[src/rtl/sram_oq_pkg.sv]
package sram_oq_pkg;

    typedef enum logic [1:0] {
        CMD_DESEL = 2'b00,
        CMD_READ  = 2'b01,
        CMD_WRITE = 2'b10,
        CMD_NOP   = 2'b11
    } cmd_e;

    typedef enum logic [1:0] {
        PH_OFF   = 2'b00,
        PH_DRIVE = 2'b01,
        PH_HOLD  = 2'b10
    } phase_e;

    typedef enum logic {
        ST_QUIET = 1'b0,
        ST_BURST = 1'b1
    } trk_e;

endpackage

[src/rtl/sram_oq_mode.sv]
module sram_oq_mode (
    input  logic clk_i,
    input  logic rst_n_i,
    input  logic strap_pipe_i,
    input  logic strap_dual_i,
    output logic pipe_o,
    output logic dual_o
);
    // Straps are captured only while reset is held, then frozen.
    always_ff @(posedge clk_i) begin
        if (!rst_n_i) begin
            pipe_o <= strap_pipe_i;
            dual_o <= strap_dual_i;
        end
    end
endmodule

[src/rtl/sram_oq_stage.sv]
module sram_oq_stage
    import sram_oq_pkg::*;
#(
    parameter int DATA_W = 36
) (
    input  logic              clk_i,
    input  logic              rst_n_i,
    input  logic              pipe_i,
    input  logic [1:0]        cmd_i,
    input  logic [DATA_W-1:0] rdata_i,
    output cmd_e              slot_cmd_o,
    output logic [DATA_W-1:0] slot_data_o
);
    cmd_e              cmd_q;
    logic [DATA_W-1:0] data_q;

    // Optional output register; reset leaves a deselect in it.
    always_ff @(posedge clk_i) begin
        if (!rst_n_i) begin
            cmd_q  <= CMD_DESEL;
            data_q <= '0;
        end else begin
            cmd_q  <= cmd_e'(cmd_i);
            data_q <= rdata_i;
        end
    end

    // Slot seen by the release logic: bypass or registered.
    always_comb begin
        if (pipe_i) begin
            slot_cmd_o  = cmd_q;
            slot_data_o = data_q;
        end else begin
            slot_cmd_o  = cmd_e'(cmd_i);
            slot_data_o = rdata_i;
        end
    end
endmodule

[src/rtl/sram_oq_release.sv]
module sram_oq_release
    import sram_oq_pkg::*;
#(
    parameter int DATA_W = 36
) (
    input  logic              clk_i,
    input  logic              rst_n_i,
    input  logic              dual_i,
    input  cmd_e              slot_cmd_i,
    input  logic [DATA_W-1:0] slot_data_i,
    output phase_e            phase_o,
    output logic [DATA_W-1:0] word_o
);
    trk_e              st_q;
    trk_e              st_d;
    logic [DATA_W-1:0] last_q;
    logic              slot_rd;
    logic              slot_off;

    assign slot_rd  = (slot_cmd_i == CMD_READ);
    assign slot_off = (slot_cmd_i == CMD_DESEL) || (slot_cmd_i == CMD_NOP);
    assign st_d     = slot_rd ? ST_BURST : ST_QUIET;

    // State register: did the previous slot carry a read.
    always_ff @(posedge clk_i) begin
        if (!rst_n_i) begin
            st_q   <= ST_QUIET;
            last_q <= '0;
        end else begin
            st_q <= st_d;
            if (slot_rd) begin
                last_q <= slot_data_i;
            end
        end
    end

    // Output process: phase for the current slot.
    always_comb begin
        phase_o = PH_OFF;
        unique case (st_q)
            ST_QUIET: begin
                if (slot_rd) phase_o = PH_DRIVE;
            end
            ST_BURST: begin
                if (slot_rd)                phase_o = PH_DRIVE;
                else if (slot_off && dual_i) phase_o = PH_HOLD;
            end
            default: phase_o = PH_OFF;
        endcase
        word_o = (phase_o == PH_HOLD) ? last_q : slot_data_i;
    end
endmodule

[src/rtl/sram_out_pipe.sv]
module sram_out_pipe
    import sram_oq_pkg::*;
#(
    parameter int DATA_W = 36
) (
    input  logic              clk_i,
    input  logic              rst_n_i,
    input  logic              strap_pipe_i,
    input  logic              strap_dual_i,
    input  logic [1:0]        cmd_i,
    input  logic [DATA_W-1:0] rdata_i,
    input  logic              oe_n_i,
    output logic [DATA_W-1:0] dq_o,
    output logic              dq_oe_o
);
    logic              mode_pipe_q;
    logic              mode_dual_q;
    cmd_e              slot_cmd;
    logic [DATA_W-1:0] slot_data;
    phase_e            phase;
    logic [DATA_W-1:0] word;
    logic              drive;

    sram_oq_mode u_mode (
        .clk_i        (clk_i),
        .rst_n_i      (rst_n_i),
        .strap_pipe_i (strap_pipe_i),
        .strap_dual_i (strap_dual_i),
        .pipe_o       (mode_pipe_q),
        .dual_o       (mode_dual_q)
    );

    sram_oq_stage #(.DATA_W(DATA_W)) u_stage (
        .clk_i       (clk_i),
        .rst_n_i     (rst_n_i),
        .pipe_i      (mode_pipe_q),
        .cmd_i       (cmd_i),
        .rdata_i     (rdata_i),
        .slot_cmd_o  (slot_cmd),
        .slot_data_o (slot_data)
    );

    sram_oq_release #(.DATA_W(DATA_W)) u_rel (
        .clk_i       (clk_i),
        .rst_n_i     (rst_n_i),
        .dual_i      (mode_dual_q),
        .slot_cmd_i  (slot_cmd),
        .slot_data_i (slot_data),
        .phase_o     (phase),
        .word_o      (word)
    );

    // Asynchronous enable gate, reset off, zero when released.
    assign drive   = rst_n_i && !oe_n_i && (phase != PH_OFF);
    assign dq_oe_o = drive;
    assign dq_o    = drive ? word : '0;
endmodule

[config.mk]
export PLATFORM = sky130hd
export DESIGN_NAME = sram_out_pipe
export DESIGN_NICKNAME = d
export VERILOG_FILES = /design/src/rtl/sram_oq_pkg.sv /design/src/rtl/sram_oq_mode.sv /design/src/rtl/sram_oq_stage.sv /design/src/rtl/sram_oq_release.sv /design/src/rtl/sram_out_pipe.sv
export SDC_FILE = /design/constraint.sdc
export NUM_CORES = 1
export LEC_CHECK = 0
export BUFFER_PORTS_ARGS = -buffer_cell sky130_fd_sc_hd__buf_2
export CORE_UTILIZATION = 35
export DETAILED_ROUTE_END_ITERATION = 10
export PLACE_DENSITY = 0.56
export SLEW_MARGIN = 20
export SYNTH_ARGS = -nofsm -noshare
export SYNTH_HDL_FRONTEND = slang
export SYNTH_HIERARCHICAL = 1
export SYNTH_SLANG_ARGS = --single-unit
[constraint.sdc]
create_clock -name clk_i -period 2.6 [get_ports clk_i]
set_input_delay 0.26 -clock clk_i [delete_from_list [all_inputs] [get_ports clk_i]]
set_output_delay 0.26 -clock clk_i [all_outputs]
set_load 0.01 [all_outputs]
Yosys cells after proc, flatten, opt, wreduce, memory -nomap -nowiden

Cells that the tools add are included.

Bits in registers: 77

Eq/ne operators: 3
Muxes and demuxes: 9
Bitwise operators: 1
Reduce and logical (&&, ||, !) cells: 7

Operators with widths:

| kind                 | count |
|---|---|
| $mux W36             | 3 |
| $mux W2              | 3 |
| $eq A2 B2 Y1 const B | 2 |
| $pmux W2 S2          | 1 |
| $logic_and A1 B1 Y1  | 3 |
| $eq A2 B1 Y1 const B | 1 |
| $logic_not A2 Y1     | 1 |
| $mux W1              | 2 |
| $reduce_bool A2 Y1   | 1 |
| $logic_not A1 Y1     | 1 |
| $logic_or A1 B1 Y1   | 1 |
| $not A1 Y1           | 1 |

Longest topological paths before layout

Word-level depth: 10
Gate-level depth with buffers: 10

Modules after synthesis

The synthesis kept the hierarchy.

By module, submodules not included:

| module          | instances | cells an instance | area each (um^2) | sequential area each (um^2) |
|---|---|---|---|---|
| sram_oq_release | 1         | 163               | 1,994.4          | 740.7 |
| sram_oq_stage   | 1         | 122               | 1,556.5          | 760.7 |
| sram_out_pipe   | 1         | 47                | 639.4            | 0.0 |
| sram_oq_mode    | 1         | 3                 | 63.8             | 60.1 |

Worst setup path after synthesis

Ideal clock, no wire load.

Path type: reg2out
From: register u_mode.pipe_o
To: output dq_o[10]
Arrival time: 2,531 ps
Required time: 2,340 ps
Path slack: -191 ps
Stages on the path, launching flop included: 11
Buffers on the path: 4
Cells stage by stage: edfxtp_1 > buf_6 > buf_6 > mux2_4 > ha_1 > and4b_1 > nor2b_4 > buf_6 > buf_8 > mux2_4 > nor4bb_1

Word-level cells in the longest chain between the ends: 10
Elaborated cells between the ends (all ways): 16
Classes of those cells: 3 x eq/ne; 8 x mux; 5 x reduce/logical

RTL lines:

| what                                                    | line                  | text |
|---|---|---|
| from (decl)                                             | sram_oq_mode.sv:6     | `output logic pipe_o,` |
| from (signal assigned)                                  | sram_oq_mode.sv:12    | `pipe_o <= strap_pipe_i;` |
| $mux W2 *                                               | sram_oq_stage.sv:30   | `if (pipe_i) begin` |
| net slot_cmd[0]                                         | sram_out_pipe.sv:18   | `cmd_e slot_cmd;` |
| $eq A2 B2 Y1 / $logic_not A2 Y1 (equally long branches) | sram_oq_release.sv:21 | `assign slot_off = (slot_cmd_i == CMD_DESEL) \|\| (slot_cmd_i == CMD_NOP);` |
| $logic_or A1 B1 Y1                                      | sram_oq_release.sv:21 |  |
| $logic_and A1 B1 Y1                                     | sram_oq_release.sv:46 | `else if (slot_off && dual_i) phase_o = PH_HOLD;` |
| $mux W2                                                 | sram_oq_release.sv:46 |  |
| $mux W2 *                                               | sram_oq_release.sv:45 | `if (slot_rd) phase_o = PH_DRIVE;` |
| $pmux W2 S2 *                                           | sram_oq_release.sv:40 | `unique case (st_q)` |
| net phase[1]                                            | sram_out_pipe.sv:20   | `phase_e phase;` |
| $eq A2 B2 Y1 *                                          | sram_oq_release.sv:50 | `word_o = (phase_o == PH_HOLD) ? last_q : slot_data_i;` |
| $mux W36 *                                              | sram_oq_release.sv:50 |  |
| net word[10]                                            | sram_out_pipe.sv:21   | `logic [DATA_W-1:0] word;` |
| $mux W36 *                                              | sram_out_pipe.sv:56   | `assign dq_o = drive ? word : '0;` |
| to (decl)                                               | sram_out_pipe.sv:13   | `output logic [DATA_W-1:0] dq_o,` |

Mark *: on every way through the listed nets, which the timed path passes. The rest lies on a longest branch.

Final worst setup path

From: register u_mode.pipe_o
To: output dq_o[1]

The elaborated chain is that of the path after synthesis.

==> impl_metrics.ini <==
[outcome]
status = finished, violations left
failed_checks = design-rule violations, negative setup slack

[power_and_ir_drop]
peakVddDrop_v = 0.000265
p_int_mw = 2.31
pwr-share-clk_pct = 37.9
p_comb_share_pct = 20.2
netSwitchingPower_mw = 0.738
p_leak_nw = 2.50
seq_power_share_pct = 41.9
power_density_nw_per_um2 = 557
swShare_pct = 24.2

[sta]
fin_crit_sh_pct = 115
finalHoldViolations = 0
tightest_slew_ps = 859
maxSlewViolCount = 0
whs_ps = 107
setup_violations = 37
grt_setup_unrepaired = true
setup_ws_ps = -388
slew_headroom_pct = 42.7
fin_worst_skew_ps = 5.54
finalCriticalPeriod_ps = 2990
fmax_mhz = 335

[route]
wl_met2_mm = 4.17
routed_wl_mm = 8.69
dr_wl_met3_um = 390
drt-met1-wl_mm = 3.96
ant_nets = 0
maxUsedRoutingLayer = met5
dr.pass1.iters = 9
drcViolationCount = 6
avgViaCountPerCell = 4.75
vias = 2682
drt_iter0_markers = 69
wire_per_inst_um = 15.4

[global_route]
grt-ovfl-total = 0
antenna_found_initial = 1
grt_max_degree = 61
grt_pass1_vias = 2774
grt_pass1_wl_mm = 14.3
grt.total_usage_pct = 14.5

[critical_path]
path_max_fanout = 6
cp_cell_sequence = mux2_4 > ha_4 > and4b_1 > nor2b_4 > buf_12 > buf_12 > mux2_4 > and4bb_2 > buf_6
slowest_stage = edfxtp_1
cp.arrival_ps = 2730
critPathLaunchType = register
worst_ep_required_time_ps = 2340
r2r_slack_ps = 520
endpoint_kind = output port
cpPeakStageDelay_ps = 440
path_class = register to output port

[hold_path]
hold_class = primary input to register

[clocking]
htreeDepth = 3
clk_path_buf_depth = 2
cts.sinks = 77
tritoncts.num_buffers = 9
cts_root_buf = clkbuf_16
clk_pin_slew_ps = 60
clock_latency_ps = 330
cts_tree = done

[die]
rows = 39
die_w_um = 112
start_util_pct = 36.6
io_pins = 80
coreArea_sq_um = 11600
die_h_um = 112
die-area_sq_um = 12600

[synth]
synth_seq_cells = 77
synth_top_area_share_pct = 35.3
seq_area_frac_synth_pct = 36.7
avgSynthCellArea_sq_um = 12.7
synth_top_area_cell = dfxtp_1
yosys-top-cells-area = dfxtp_1, mux2_4, mux2i_1
synth_cell_types = 22
netlist_area_sq_um = 4250
synthCells = 335
yosys_warnings = 6
syn_nets = 380

[placed_design]
place_hpwl_mm = 5.49
port_buffers = 79
placed_cells = 541
globalplace.congestion = 0.657

[finish]
instances_no_fill = 565
syn2layout_area_growth_pct = 28.9
final_net_count = 461
drive_above_1_share_pct = 53.7
layout_commonest_cell = dfxtp_1
final_cell_mix = dfxtp_1, buf_2, mux2_4

[run]
max-cap-violations = 0
[worst paths after layout]
check                         from               end  cells past startpoint
setup / recovery     u_mode/pipe_o           dq_o[1]                      9
hold / removal        strap_pipe_i     u_mode/pipe_o                      1
setup reg to reg     u_mode/pipe_o  u_rel/last_q[20]                      6
hold reg to reg   u_rel/last_q[29]  u_rel/last_q[29]                      2
[synth_stat cells]
cell type	count
buf_8	3
edfxtp_1	2
buf_2	9
nor2b_1	36
nor2_4	1
dfxtp_1	75
and4b_1	1
nor4bb_4	4
mux2_4	50
mux2_1	6
and2_1	39
clkbuf_1	7
nor3b_1	1
mux2_2	18
ha_1	2
nor4bb_2	16
mux2i_1	36
nor2b_4	1
nor4bb_1	9
inv_1	2
buf_6	10
and4bb_2	7
[kinds of logic after synthesis]
logic type    count (synthesis)  share of synthesized area [%]
fa+ha+maj                     2                          0.588
buf+inv                      31                           5.56
flops                        77                           36.7
mux                         110                           32.5
simple gates                115                           24.7
[layout make-up]
cell class / count / area (sq um)
Clock buffer: 15 / 268
Multi-Input combinational cell: 227 / 2740
Clock inverter: 1 / 5.00
Sequential cell: 77 / 1560
Inverter: 2 / 7.51
Fill cell: 1093 / 6130
Tap cell: 143 / 179
Timing Repair Buffer: 99 / 716
Antenna cell: 1 / 2.50
[registers in the layout, summed over array words and instances, names as in the netlist]
register,cells
u_rel/last_q,36
u_stage/data_q,36
u_stage/cmd_q,2
u_mode/dual_o,1
u_mode/pipe_o,1
u_rel/st_q,1
[per-stage QoR]
step	setup WS, ps	power (mW)	area (sq um)	utilization (%)	setup TNS [ps]
5_1_grt	-460	3.20	5480	47.2	-15870
6_report	-388	3.05	5480	47.2	-13130
2_1_floorplan	-123	1.78	4510	-	-1670
3_3_place_gp	-64.2	1.89	5010	43.2	-877
3_5_place_dp	-98.0	1.90	5010	43.2	-2280
4_1_cts	-385	3.11	5470	47.1	-12950
[what timing repair did]
action,4_1_cts,5_1_grt
endpoints found under the setup margin,36,37
pin swaps,4,0
hold buffers,0,0
setup buffers,4,1
gates resized for setup,20,0
cloned,2,0
[routing by layer]
layer | up-vias | GRT usage (%)
li1 | 1346 | -
met1 | 1266 | 17.5
met2 | 55 | 24.8
met3 | 13 | 3.02
met4 | 2 | 6.93
met5 | - | 0
[power groups by stage]
stage / sequential (mW) / clock [mW] / combinational, mW
6_report: 1.28 / 1.16 / 0.616
5_1_grt: 1.29 / 1.25 / 0.663
4_1_cts: 1.28 / 1.20 / 0.623
3_5_place_dp: 1.30 / 0 / 0.596
3_3_place_gp: 1.30 / 0 / 0.586
2_1_floorplan: 1.30 / 0 / 0.483
[worst max-delay path, delay by kind of cell (launching register included)]
kind,cells,cell delay (ps)
adders and majority gates,1,260
buffers and inverters,3,420
DFF,1,440
muxes,2,650
and+or+nand+nor,3,630
Note: power is estimated with default switching activity, not from simulation.
